### src/rtl/sxp_pkg.sv
package sxp_pkg;
  typedef enum logic [2:0] {
    OUT_PASS,
    OUT_FAIL,
    OUT_ALIGN,
    OUT_SPALIGN,
    OUT_ABORT
  } sxp_outcome_e;

  typedef enum logic [1:0] {
    ST_IDLE,
    ST_WRITE,
    ST_RESP
  } sxp_state_e;
endpackage

### src/rtl/sxp_resv.sv
module sxp_resv #(
  parameter int unsigned AW      = 64,
  parameter int unsigned NAR_LSB = 3
) (
  input  logic          clk_i,
  input  logic          rst_ni,
  input  logic          set_i,
  input  logic [AW-1:0] set_addr_i,
  input  logic          set_wide_i,
  input  logic          clr_i,
  output logic          valid_o,
  output logic          wide_o,
  output logic [AW-1:0] addr_o
);
  localparam int unsigned WID_LSB = NAR_LSB + 1;
  localparam logic [AW-1:0] NAR_MASK = AW'((1 << NAR_LSB) - 1);
  localparam logic [AW-1:0] WID_MASK = AW'((1 << WID_LSB) - 1);

  logic          valid_q, wide_q;
  logic [AW-1:0] addr_q;

  always_ff @(posedge clk_i or negedge rst_ni) begin
    if (!rst_ni) begin
      valid_q <= 1'b0;
      wide_q  <= 1'b0;
      addr_q  <= '0;
    end else if (clr_i) begin
      // an attempt always consumes the reservation
      valid_q <= 1'b0;
    end else if (set_i) begin
      valid_q <= 1'b1;
      wide_q  <= set_wide_i;
      addr_q  <= set_addr_i & ~(set_wide_i ? WID_MASK : NAR_MASK);
    end
  end

  assign valid_o = valid_q;
  assign wide_o  = wide_q;
  assign addr_o  = addr_q;

  p_clear_r9: assert property (@(posedge clk_i) disable iff (!rst_ni)
    clr_i |=> !valid_q);
endmodule

### src/rtl/sxp_check.sv
module sxp_check
  import sxp_pkg::*;
#(
  parameter int unsigned AW        = 64,
  parameter int unsigned IDX_W     = 5,
  parameter int unsigned NAR_LSB   = 3,
  parameter int unsigned SP_LSB    = 4
) (
  input  logic [IDX_W-1:0] base_idx_i,
  input  logic [AW-1:0]    base_val_i,
  input  logic [AW-1:0]    sp_i,
  input  logic             wide_i,
  input  logic             abort_i,
  input  logic             rsv_valid_i,
  input  logic             rsv_wide_i,
  input  logic [AW-1:0]    rsv_addr_i,
  output logic [AW-1:0]    addr_o,
  output sxp_outcome_e     outcome_o
);
  localparam int unsigned WID_LSB = NAR_LSB + 1;
  localparam logic [AW-1:0] NAR_MASK = AW'((1 << NAR_LSB) - 1);
  localparam logic [AW-1:0] WID_MASK = AW'((1 << WID_LSB) - 1);
  localparam logic [AW-1:0] SP_MASK  = AW'((1 << SP_LSB) - 1);
  localparam logic [IDX_W-1:0] SP_IDX = '1;

  logic          use_sp, sp_bad, misalign, match;
  logic [AW-1:0] mask;

  always_comb begin
    use_sp   = (base_idx_i == SP_IDX);
    addr_o   = use_sp ? sp_i : base_val_i;
    sp_bad   = use_sp && ((sp_i & SP_MASK) != '0);
    mask     = wide_i ? WID_MASK : NAR_MASK;
    misalign = (addr_o & mask) != '0;
    match    = rsv_valid_i && (rsv_wide_i == wide_i) &&
               ((rsv_addr_i & ~mask) == (addr_o & ~mask));
    if (sp_bad)               outcome_o = OUT_SPALIGN;
    else if (abort_i)         outcome_o = OUT_ABORT;
    else if (match && misalign) outcome_o = OUT_ALIGN;
    else if (match)           outcome_o = OUT_PASS;
    else                      outcome_o = OUT_FAIL;
  end
endmodule

### src/rtl/sxp_pack.sv
module sxp_pack #(
  parameter int unsigned XLEN = 64
) (
  input  logic                  wide_i,
  input  logic                  big_endian_i,
  input  logic [XLEN-1:0]       elem0_i,
  input  logic [XLEN-1:0]       elem1_i,
  output logic [2*XLEN-1:0]     data_o,
  output logic [2*XLEN/8-1:0]   be_o
);
  localparam int unsigned HALF   = XLEN / 2;
  localparam int unsigned NBYTES = 2 * XLEN / 8;
  localparam logic [XLEN-1:0] LO_MASK = {{HALF{1'b0}}, {HALF{1'b1}}};

  logic [XLEN-1:0] hi, lo, narrow_word;

  always_comb begin
    hi          = big_endian_i ? elem0_i : elem1_i;
    lo          = big_endian_i ? elem1_i : elem0_i;
    narrow_word = (hi << HALF) | (lo & LO_MASK);
    data_o      = wide_i ? {hi, lo} : {{XLEN{1'b0}}, narrow_word};
  end

  for (genvar b = 0; b < NBYTES; b++) begin : g_be
    if (b < NBYTES / 2) begin : g_lo
      assign be_o[b] = 1'b1;
    end else begin : g_hi
      assign be_o[b] = wide_i;
    end
  end
endmodule

### src/rtl/sxp_unit.sv
module sxp_unit
  import sxp_pkg::*;
#(
  parameter int unsigned XLEN     = 64,
  parameter int unsigned IDX_W    = 5,
  parameter int unsigned STATUS_W = 32
) (
  input  logic                 clk_i,
  input  logic                 rst_ni,
  input  logic                 rsv_set_i,
  input  logic [XLEN-1:0]      rsv_addr_i,
  input  logic                 rsv_wide_i,
  input  logic                 req_valid_i,
  output logic                 req_ready_o,
  input  logic                 wide_i,
  input  logic                 big_endian_i,
  input  logic [IDX_W-1:0]     base_idx_i,
  input  logic [XLEN-1:0]      base_val_i,
  input  logic [XLEN-1:0]      sp_i,
  input  logic [XLEN-1:0]      elem0_i,
  input  logic [XLEN-1:0]      elem1_i,
  input  logic                 abort_i,
  output logic                 mem_valid_o,
  input  logic                 mem_ready_i,
  output logic [XLEN-1:0]      mem_addr_o,
  output logic [2*XLEN-1:0]    mem_data_o,
  output logic [2*XLEN/8-1:0]  mem_be_o,
  output logic                 rsp_valid_o,
  output logic                 rsp_status_we_o,
  output logic [STATUS_W-1:0]  rsp_status_o,
  output logic                 rsp_align_fault_o,
  output logic                 rsp_sp_fault_o
);
  localparam int unsigned DW      = 2 * XLEN;
  localparam int unsigned BW      = DW / 8;
  localparam int unsigned NAR_LSB = $clog2(XLEN / 8);
  localparam int unsigned SP_LSB  = NAR_LSB + 1;

  sxp_state_e        state_q;
  logic              accept;
  logic              rsv_valid, rsv_wide;
  logic [XLEN-1:0]   rsv_addr, tgt_addr;
  sxp_outcome_e      outcome;
  logic [DW-1:0]     pk_data;
  logic [BW-1:0]     pk_be;

  logic [XLEN-1:0]   addr_q;
  logic [DW-1:0]     data_q;
  logic [BW-1:0]     be_q;
  logic              st_q, swe_q, alf_q, spf_q;

  assign req_ready_o = (state_q == ST_IDLE);
  assign accept      = req_valid_i && req_ready_o;

  sxp_resv #(.AW(XLEN), .NAR_LSB(NAR_LSB)) u_resv (
    .clk_i     (clk_i),
    .rst_ni    (rst_ni),
    .set_i     (rsv_set_i),
    .set_addr_i(rsv_addr_i),
    .set_wide_i(rsv_wide_i),
    .clr_i     (accept),
    .valid_o   (rsv_valid),
    .wide_o    (rsv_wide),
    .addr_o    (rsv_addr)
  );

  sxp_check #(.AW(XLEN), .IDX_W(IDX_W), .NAR_LSB(NAR_LSB), .SP_LSB(SP_LSB)) u_check (
    .base_idx_i (base_idx_i),
    .base_val_i (base_val_i),
    .sp_i       (sp_i),
    .wide_i     (wide_i),
    .abort_i    (abort_i),
    .rsv_valid_i(rsv_valid),
    .rsv_wide_i (rsv_wide),
    .rsv_addr_i (rsv_addr),
    .addr_o     (tgt_addr),
    .outcome_o  (outcome)
  );

  sxp_pack #(.XLEN(XLEN)) u_pack (
    .wide_i      (wide_i),
    .big_endian_i(big_endian_i),
    .elem0_i     (elem0_i),
    .elem1_i     (elem1_i),
    .data_o      (pk_data),
    .be_o        (pk_be)
  );

  always_ff @(posedge clk_i or negedge rst_ni) begin
    if (!rst_ni) begin
      state_q <= ST_IDLE;
      addr_q  <= '0;
      data_q  <= '0;
      be_q    <= '0;
      st_q    <= 1'b1;
      swe_q   <= 1'b0;
      alf_q   <= 1'b0;
      spf_q   <= 1'b0;
    end else begin
      unique case (state_q)
        ST_IDLE: if (accept) begin
          addr_q <= tgt_addr;
          data_q <= pk_data;
          be_q   <= pk_be;
          st_q   <= 1'b1;
          swe_q  <= (outcome == OUT_FAIL);
          alf_q  <= (outcome == OUT_ALIGN);
          spf_q  <= (outcome == OUT_SPALIGN);
          state_q <= (outcome == OUT_PASS) ? ST_WRITE : ST_RESP;
        end
        ST_WRITE: if (mem_ready_i) begin
          st_q    <= 1'b0;
          swe_q   <= 1'b1;
          state_q <= ST_RESP;
        end
        ST_RESP: state_q <= ST_IDLE;
        default: state_q <= ST_IDLE;
      endcase
    end
  end

  assign mem_valid_o       = (state_q == ST_WRITE);
  assign mem_addr_o        = addr_q;
  assign mem_data_o        = data_q;
  assign mem_be_o          = be_q;
  assign rsp_valid_o       = (state_q == ST_RESP);
  assign rsp_status_we_o   = rsp_valid_o && swe_q;
  assign rsp_status_o      = {{(STATUS_W-1){1'b0}}, st_q};
  assign rsp_align_fault_o = rsp_valid_o && alf_q;
  assign rsp_sp_fault_o    = rsp_valid_o && spf_q;

  p_hold_r10: assert property (@(posedge clk_i) disable iff (!rst_ni)
    mem_valid_o && !mem_ready_i |=> mem_valid_o && $stable(mem_addr_o) && $stable(mem_data_o));
  p_ok_after_write_r1: assert property (@(posedge clk_i) disable iff (!rst_ni)
    rsp_status_we_o && (rsp_status_o == '0) |-> $past(mem_valid_o && mem_ready_i));
  p_fault_no_status_r5: assert property (@(posedge clk_i) disable iff (!rst_ni)
    rsp_valid_o && (rsp_align_fault_o || rsp_sp_fault_o) |-> !rsp_status_we_o);
  p_one_fault_r7: assert property (@(posedge clk_i) disable iff (!rst_ni)
    rsp_valid_o |-> $countones({rsp_align_fault_o, rsp_sp_fault_o, rsp_status_we_o}) <= 1);
  p_ready_idle_r12: assert property (@(posedge clk_i) disable iff (!rst_ni)
    req_ready_o |-> !mem_valid_o && !rsp_valid_o);
  p_pulse_r12: assert property (@(posedge clk_i) disable iff (!rst_ni)
    rsp_valid_o |=> !rsp_valid_o && req_ready_o);
  p_write_aligned_r5: assert property (@(posedge clk_i) disable iff (!rst_ni)
    mem_valid_o |-> (mem_be_o[BW-1] ? (mem_addr_o[SP_LSB-1:0] == '0)
                                    : (mem_addr_o[NAR_LSB-1:0] == '0)));
endmodule

### config.mk
export PLATFORM = sky130hd
export DESIGN_NAME = sxp_unit
export DESIGN_NICKNAME = d
export VERILOG_FILES = /design/src/rtl/sxp_pkg.sv /design/src/rtl/sxp_resv.sv /design/src/rtl/sxp_check.sv /design/src/rtl/sxp_pack.sv /design/src/rtl/sxp_unit.sv
export SDC_FILE = /design/constraint.sdc
export NUM_CORES = 1
export LEC_CHECK = 0
export ABC_CLOCK_PERIOD_IN_PS = 2900
export BUFFER_PORTS_ARGS = -buffer_cell sky130_fd_sc_hd__buf_4
export CAP_MARGIN = 30
export CELL_PAD_IN_SITES_DETAIL_PLACEMENT = 1
export CELL_PAD_IN_SITES_GLOBAL_PLACEMENT = 1
export CORE_AREA = 2 2 226 228
export CTS_BUF_LIST = sky130_fd_sc_hd__clkbuf_4
export DETAILED_ROUTE_END_ITERATION = 12
export DIE_AREA = 0 0 228 230
export GPL_TIMING_DRIVEN = 0
export PLACE_DENSITY_LB_ADDON = 0.08
export SKIP_LAST_GASP = 1
export SYNTH_ARGS = -nofsm -noshare
export SYNTH_HDL_FRONTEND = slang
export SYNTH_HIERARCHICAL = 1
export SYNTH_SLANG_ARGS = --single-unit
### constraint.sdc
create_clock -name clk_i -period 2.9 [get_ports clk_i]
set_input_delay 0.435 -clock clk_i [delete_from_list [all_inputs] [get_ports clk_i]]
set_output_delay 0.435 -clock clk_i [all_outputs]
set_load 0.03 [all_outputs]
==> impl_metrics.py <==
metrics = {
    "final_layout": {
        "stdcell_count": 3484,
        "area_growth_syn_to_layout_pct": 62.2,
        "drive_above_1_share": 0.333,
        "nets": 3081,
        "regArea_um2": 6930,
        "fillCellCount": 5907,
        "multiInputGateArea_um2": 7790,
    },
    "sta": {
        "setup_slack_ns": -0.0545,
        "rsz0062_at_grt": "true",
        "hold_viol": 0,
        "slew_headroom": 0.413,
        "skew_ns": 0.0386,
        "worstMarginPinSlew_ns": 0.881,
        "setup_viol": 2,
        "hold_slack_ns": 0.0673,
        "fmaxAchievable_ghz": 0.338,
        "drv_slew": 0,
        "min_period_ns": 2.95,
        "period_share": 1.02,
    },
    "route": {
        "dr.pass1.iters": 5,
        "vias_per_cell": 4.82,
        "wire_per_inst_um": 23.6,
        "antenna_left": 0,
        "drc": 0,
        "vias": 16800,
        "first_iter_violations": 744,
        "wl_um": 82400,
    },
    "critical_path": {
        "arrival_ns": 3.62,
        "start_kind": "primary input",
        "r2r.worst_path.cells": 9,
        "cp_max_fo": 10,
        "worstReg2RegEnd": "state_q[1]",
        "cp-end-kind": "flip-flop",
        "rrSetupSlack_ns": -0.01,
        "crit_start": "base_idx_i[4]",
        "setup.worst_path.end": "state_q[1]",
        "critPathRequiredTime_ns": 3.56,
        "worstReg2RegStart": "u_resv/addr_o[63]",
        "path_class": "in2reg",
    },
    "clocking": {
        "cts_root_buf": "clkbuf_4",
        "cts.clk_slew.worst_paths_ns": 0.06,
        "cts_made_buffers": 86,
        "htreeDepth": 3,
        "clock_path_buffers": 3,
        "clk_latency_ns": 0.86,
        "clock-sinks": 277,
        "cts_tree": "built",
    },
    "floorplan": {
        "dieHeight_um": 230,
        "num_rows": 82,
        "die_w_um": 228,
        "ios": 580,
        "coreArea_um2": 49900,
        "die_area_um2": 52400,
        "initial_core_util": 0.316,
    },
    "global_routing": {
        "antenna_found_initial": 14,
        "grt_pass1_wl_um": 121000,
        "grt-ovfl-total": 0,
        "grt_pass1_vias": 18900,
        "grtUsageTotal": 0.310,
        "grt_max_degree": 89,
    },
    "logic_synthesis": {
        "syn_area_um2": 15700,
        "synth_cells": 1732,
        "ys_warn_count": 6,
        "syn_area_per_cell_um2": 9.08,
    },
    "pwr": {
        "totalPowerFinal_w": 0.0156,
        "p_int_w": 0.00933,
        "leakage_nw": 13.4,
        "comb_power_share": 0.400,
        "powerDensity_nw_per_um2": 609,
        "clkPwrFrac": 0.261,
        "switchingPower_w": 0.00622,
        "power_frac_seq": 0.339,
        "vdd_drop_max_mv": 0.256,
        "sw_frac_of_total": 0.400,
    },
    "placement": {
        "dp_hpwl_um": 61400,
        "routabilityCongestion": 0.905,
        "numPlacedInstances": 2987,
        "portBuffers": 543,
    },
    "status": {
        "violations": "negative setup slack",
        "outcome": "complete, but fails checks",
    },
    "min_path": {
        "hold_path_class": "in2reg",
        "holdPathStages": 5,
    },
    "run": {
        "maxCapViolCount": 0,
    },
}
==> worst min path at each step <==
stage | start | to | slack, ns
4_1_cts | elem0_i[18] | mem_data_o[82] | 0.002
3_5_place_dp | rst_ni | mem_data_o[85] | 0.42
3_3_place_gp | spf_q | spf_q | 0.46
6_report | base_val_i[7] | mem_addr_o[7] | 0.07
5_1_grt | sp_i[23] | mem_addr_o[23] | 0.05
2_1_floorplan | rst_ni | alf_q | 0.14
==> power groups by stage <==
stage / combinational (W) / sequential (W) / clock, W
floorplan: 0.00188 / 0.00651 / 0
global placement: 0.00562 / 0.00529 / 0
detailed placement: 0.00570 / 0.00532 / 0
CTS: 0.00615 / 0.00526 / 0.00419
global route: 0.00657 / 0.00538 / 0.00438
finish: 0.00622 / 0.00528 / 0.00405
==> registers in the layout (all words and copies together), names as in the netlist <==
| register | flops |
|---|---|
| alf_q | 1 |
| st_q | 1 |
| mem_be_o | 16 |
| u_resv/addr_o | 61 |
| mem_addr_o | 64 |
| spf_q | 1 |
| swe_q | 1 |
| state_q | 2 |
| mem_data_o | 128 |
| u_resv/valid_o | 1 |
| u_resv/wide_o | 1 |
==> worst max-delay path, stage by stage <==
cell	delay [ns]
buf_4	0.11
and4_1	0.22
buf_4	0.18
nand2_4	0.14
buf_6	0.23
buf_6	0.22
mux2i_1	0.22
a2111oi_1	0.56
o2111ai_1	0.38
nor4b_4	0.41
a21oi_4	0.12
nor4_1	0.31
a21oi_1	0.07
==> final cells by class <==
type                            count  area share
Timing Repair Buffer              890       0.298
Antenna cell                        8    0.000784
Inverter                           52     0.00765
Buffer                            143      0.0420
Clock inverter                     16     0.00373
Tap cell                          672      0.0329
Multi-Input combinational cell   1297       0.305
Clock buffer                      129      0.0379
Sequential cell                   277       0.272
==> per-layer routing <==
metal / share of wire / global-route usage / vias up
met5: 0.00064 / 0 / -
met4: 0.047 / 0.152 / 10
met3: 0.059 / 0.0702 / 196
met2: 0.51 / 0.565 / 619
met1: 0.38 / 0.340 / 8324
li1: - / - / 7646
==> per-stage QoR <==
stage          setup TNS, ns  instance area, µm²  worst slack [ns]   util
5_1_grt               -0.120               25500            -0.107  0.512
6_report             -0.0950               25500           -0.0545  0.512
3_5_place_dp          -18.38               20900             -1.13  0.419
4_1_cts                    0               25400            0.0212  0.509
2_1_floorplan              0               15900             0.175      -
3_3_place_gp         -384.71               20800             -1.39  0.417
==> placed cells by master (no fill, tap or decap), types with 5 or more instances in the layout <==
cell type	n
xor2_1	16
clkbuf_1	17
nor2b_1	81
mux2_2	45
o2111ai_1	5
nand3_1	16
nor2_1	10
o2bb2ai_1	6
and3_1	5
diode_2	8
buf_6	14
mux2i_1	133
nand4_1	6
clkinv_1	10
a21o_1	5
mux2_4	60
clkbuf_4	130
buf_4	617
nand2_1	720
o21ai_0	22
dlygate4sd3_1	342
inv_1	50
buf_2	27
buf_12	7
nor4_1	6
o22ai_1	9
a21oi_1	11
and2_1	5
inv_2	5
xnor2_1	16
nand2b_1	5
conb_1	39
dfrtp_1	276
==> repair_timing <==
item	in CTS	in global routing
pin swaps	2	3
setup endpoints to repair	5	14
resized for setup	8	18
hold endpoints to repair	410	0
setup buffers	0	2
hold buffers	342	0
gates cloned	0	0
Note: power is estimated with default switching activity, not from simulation.
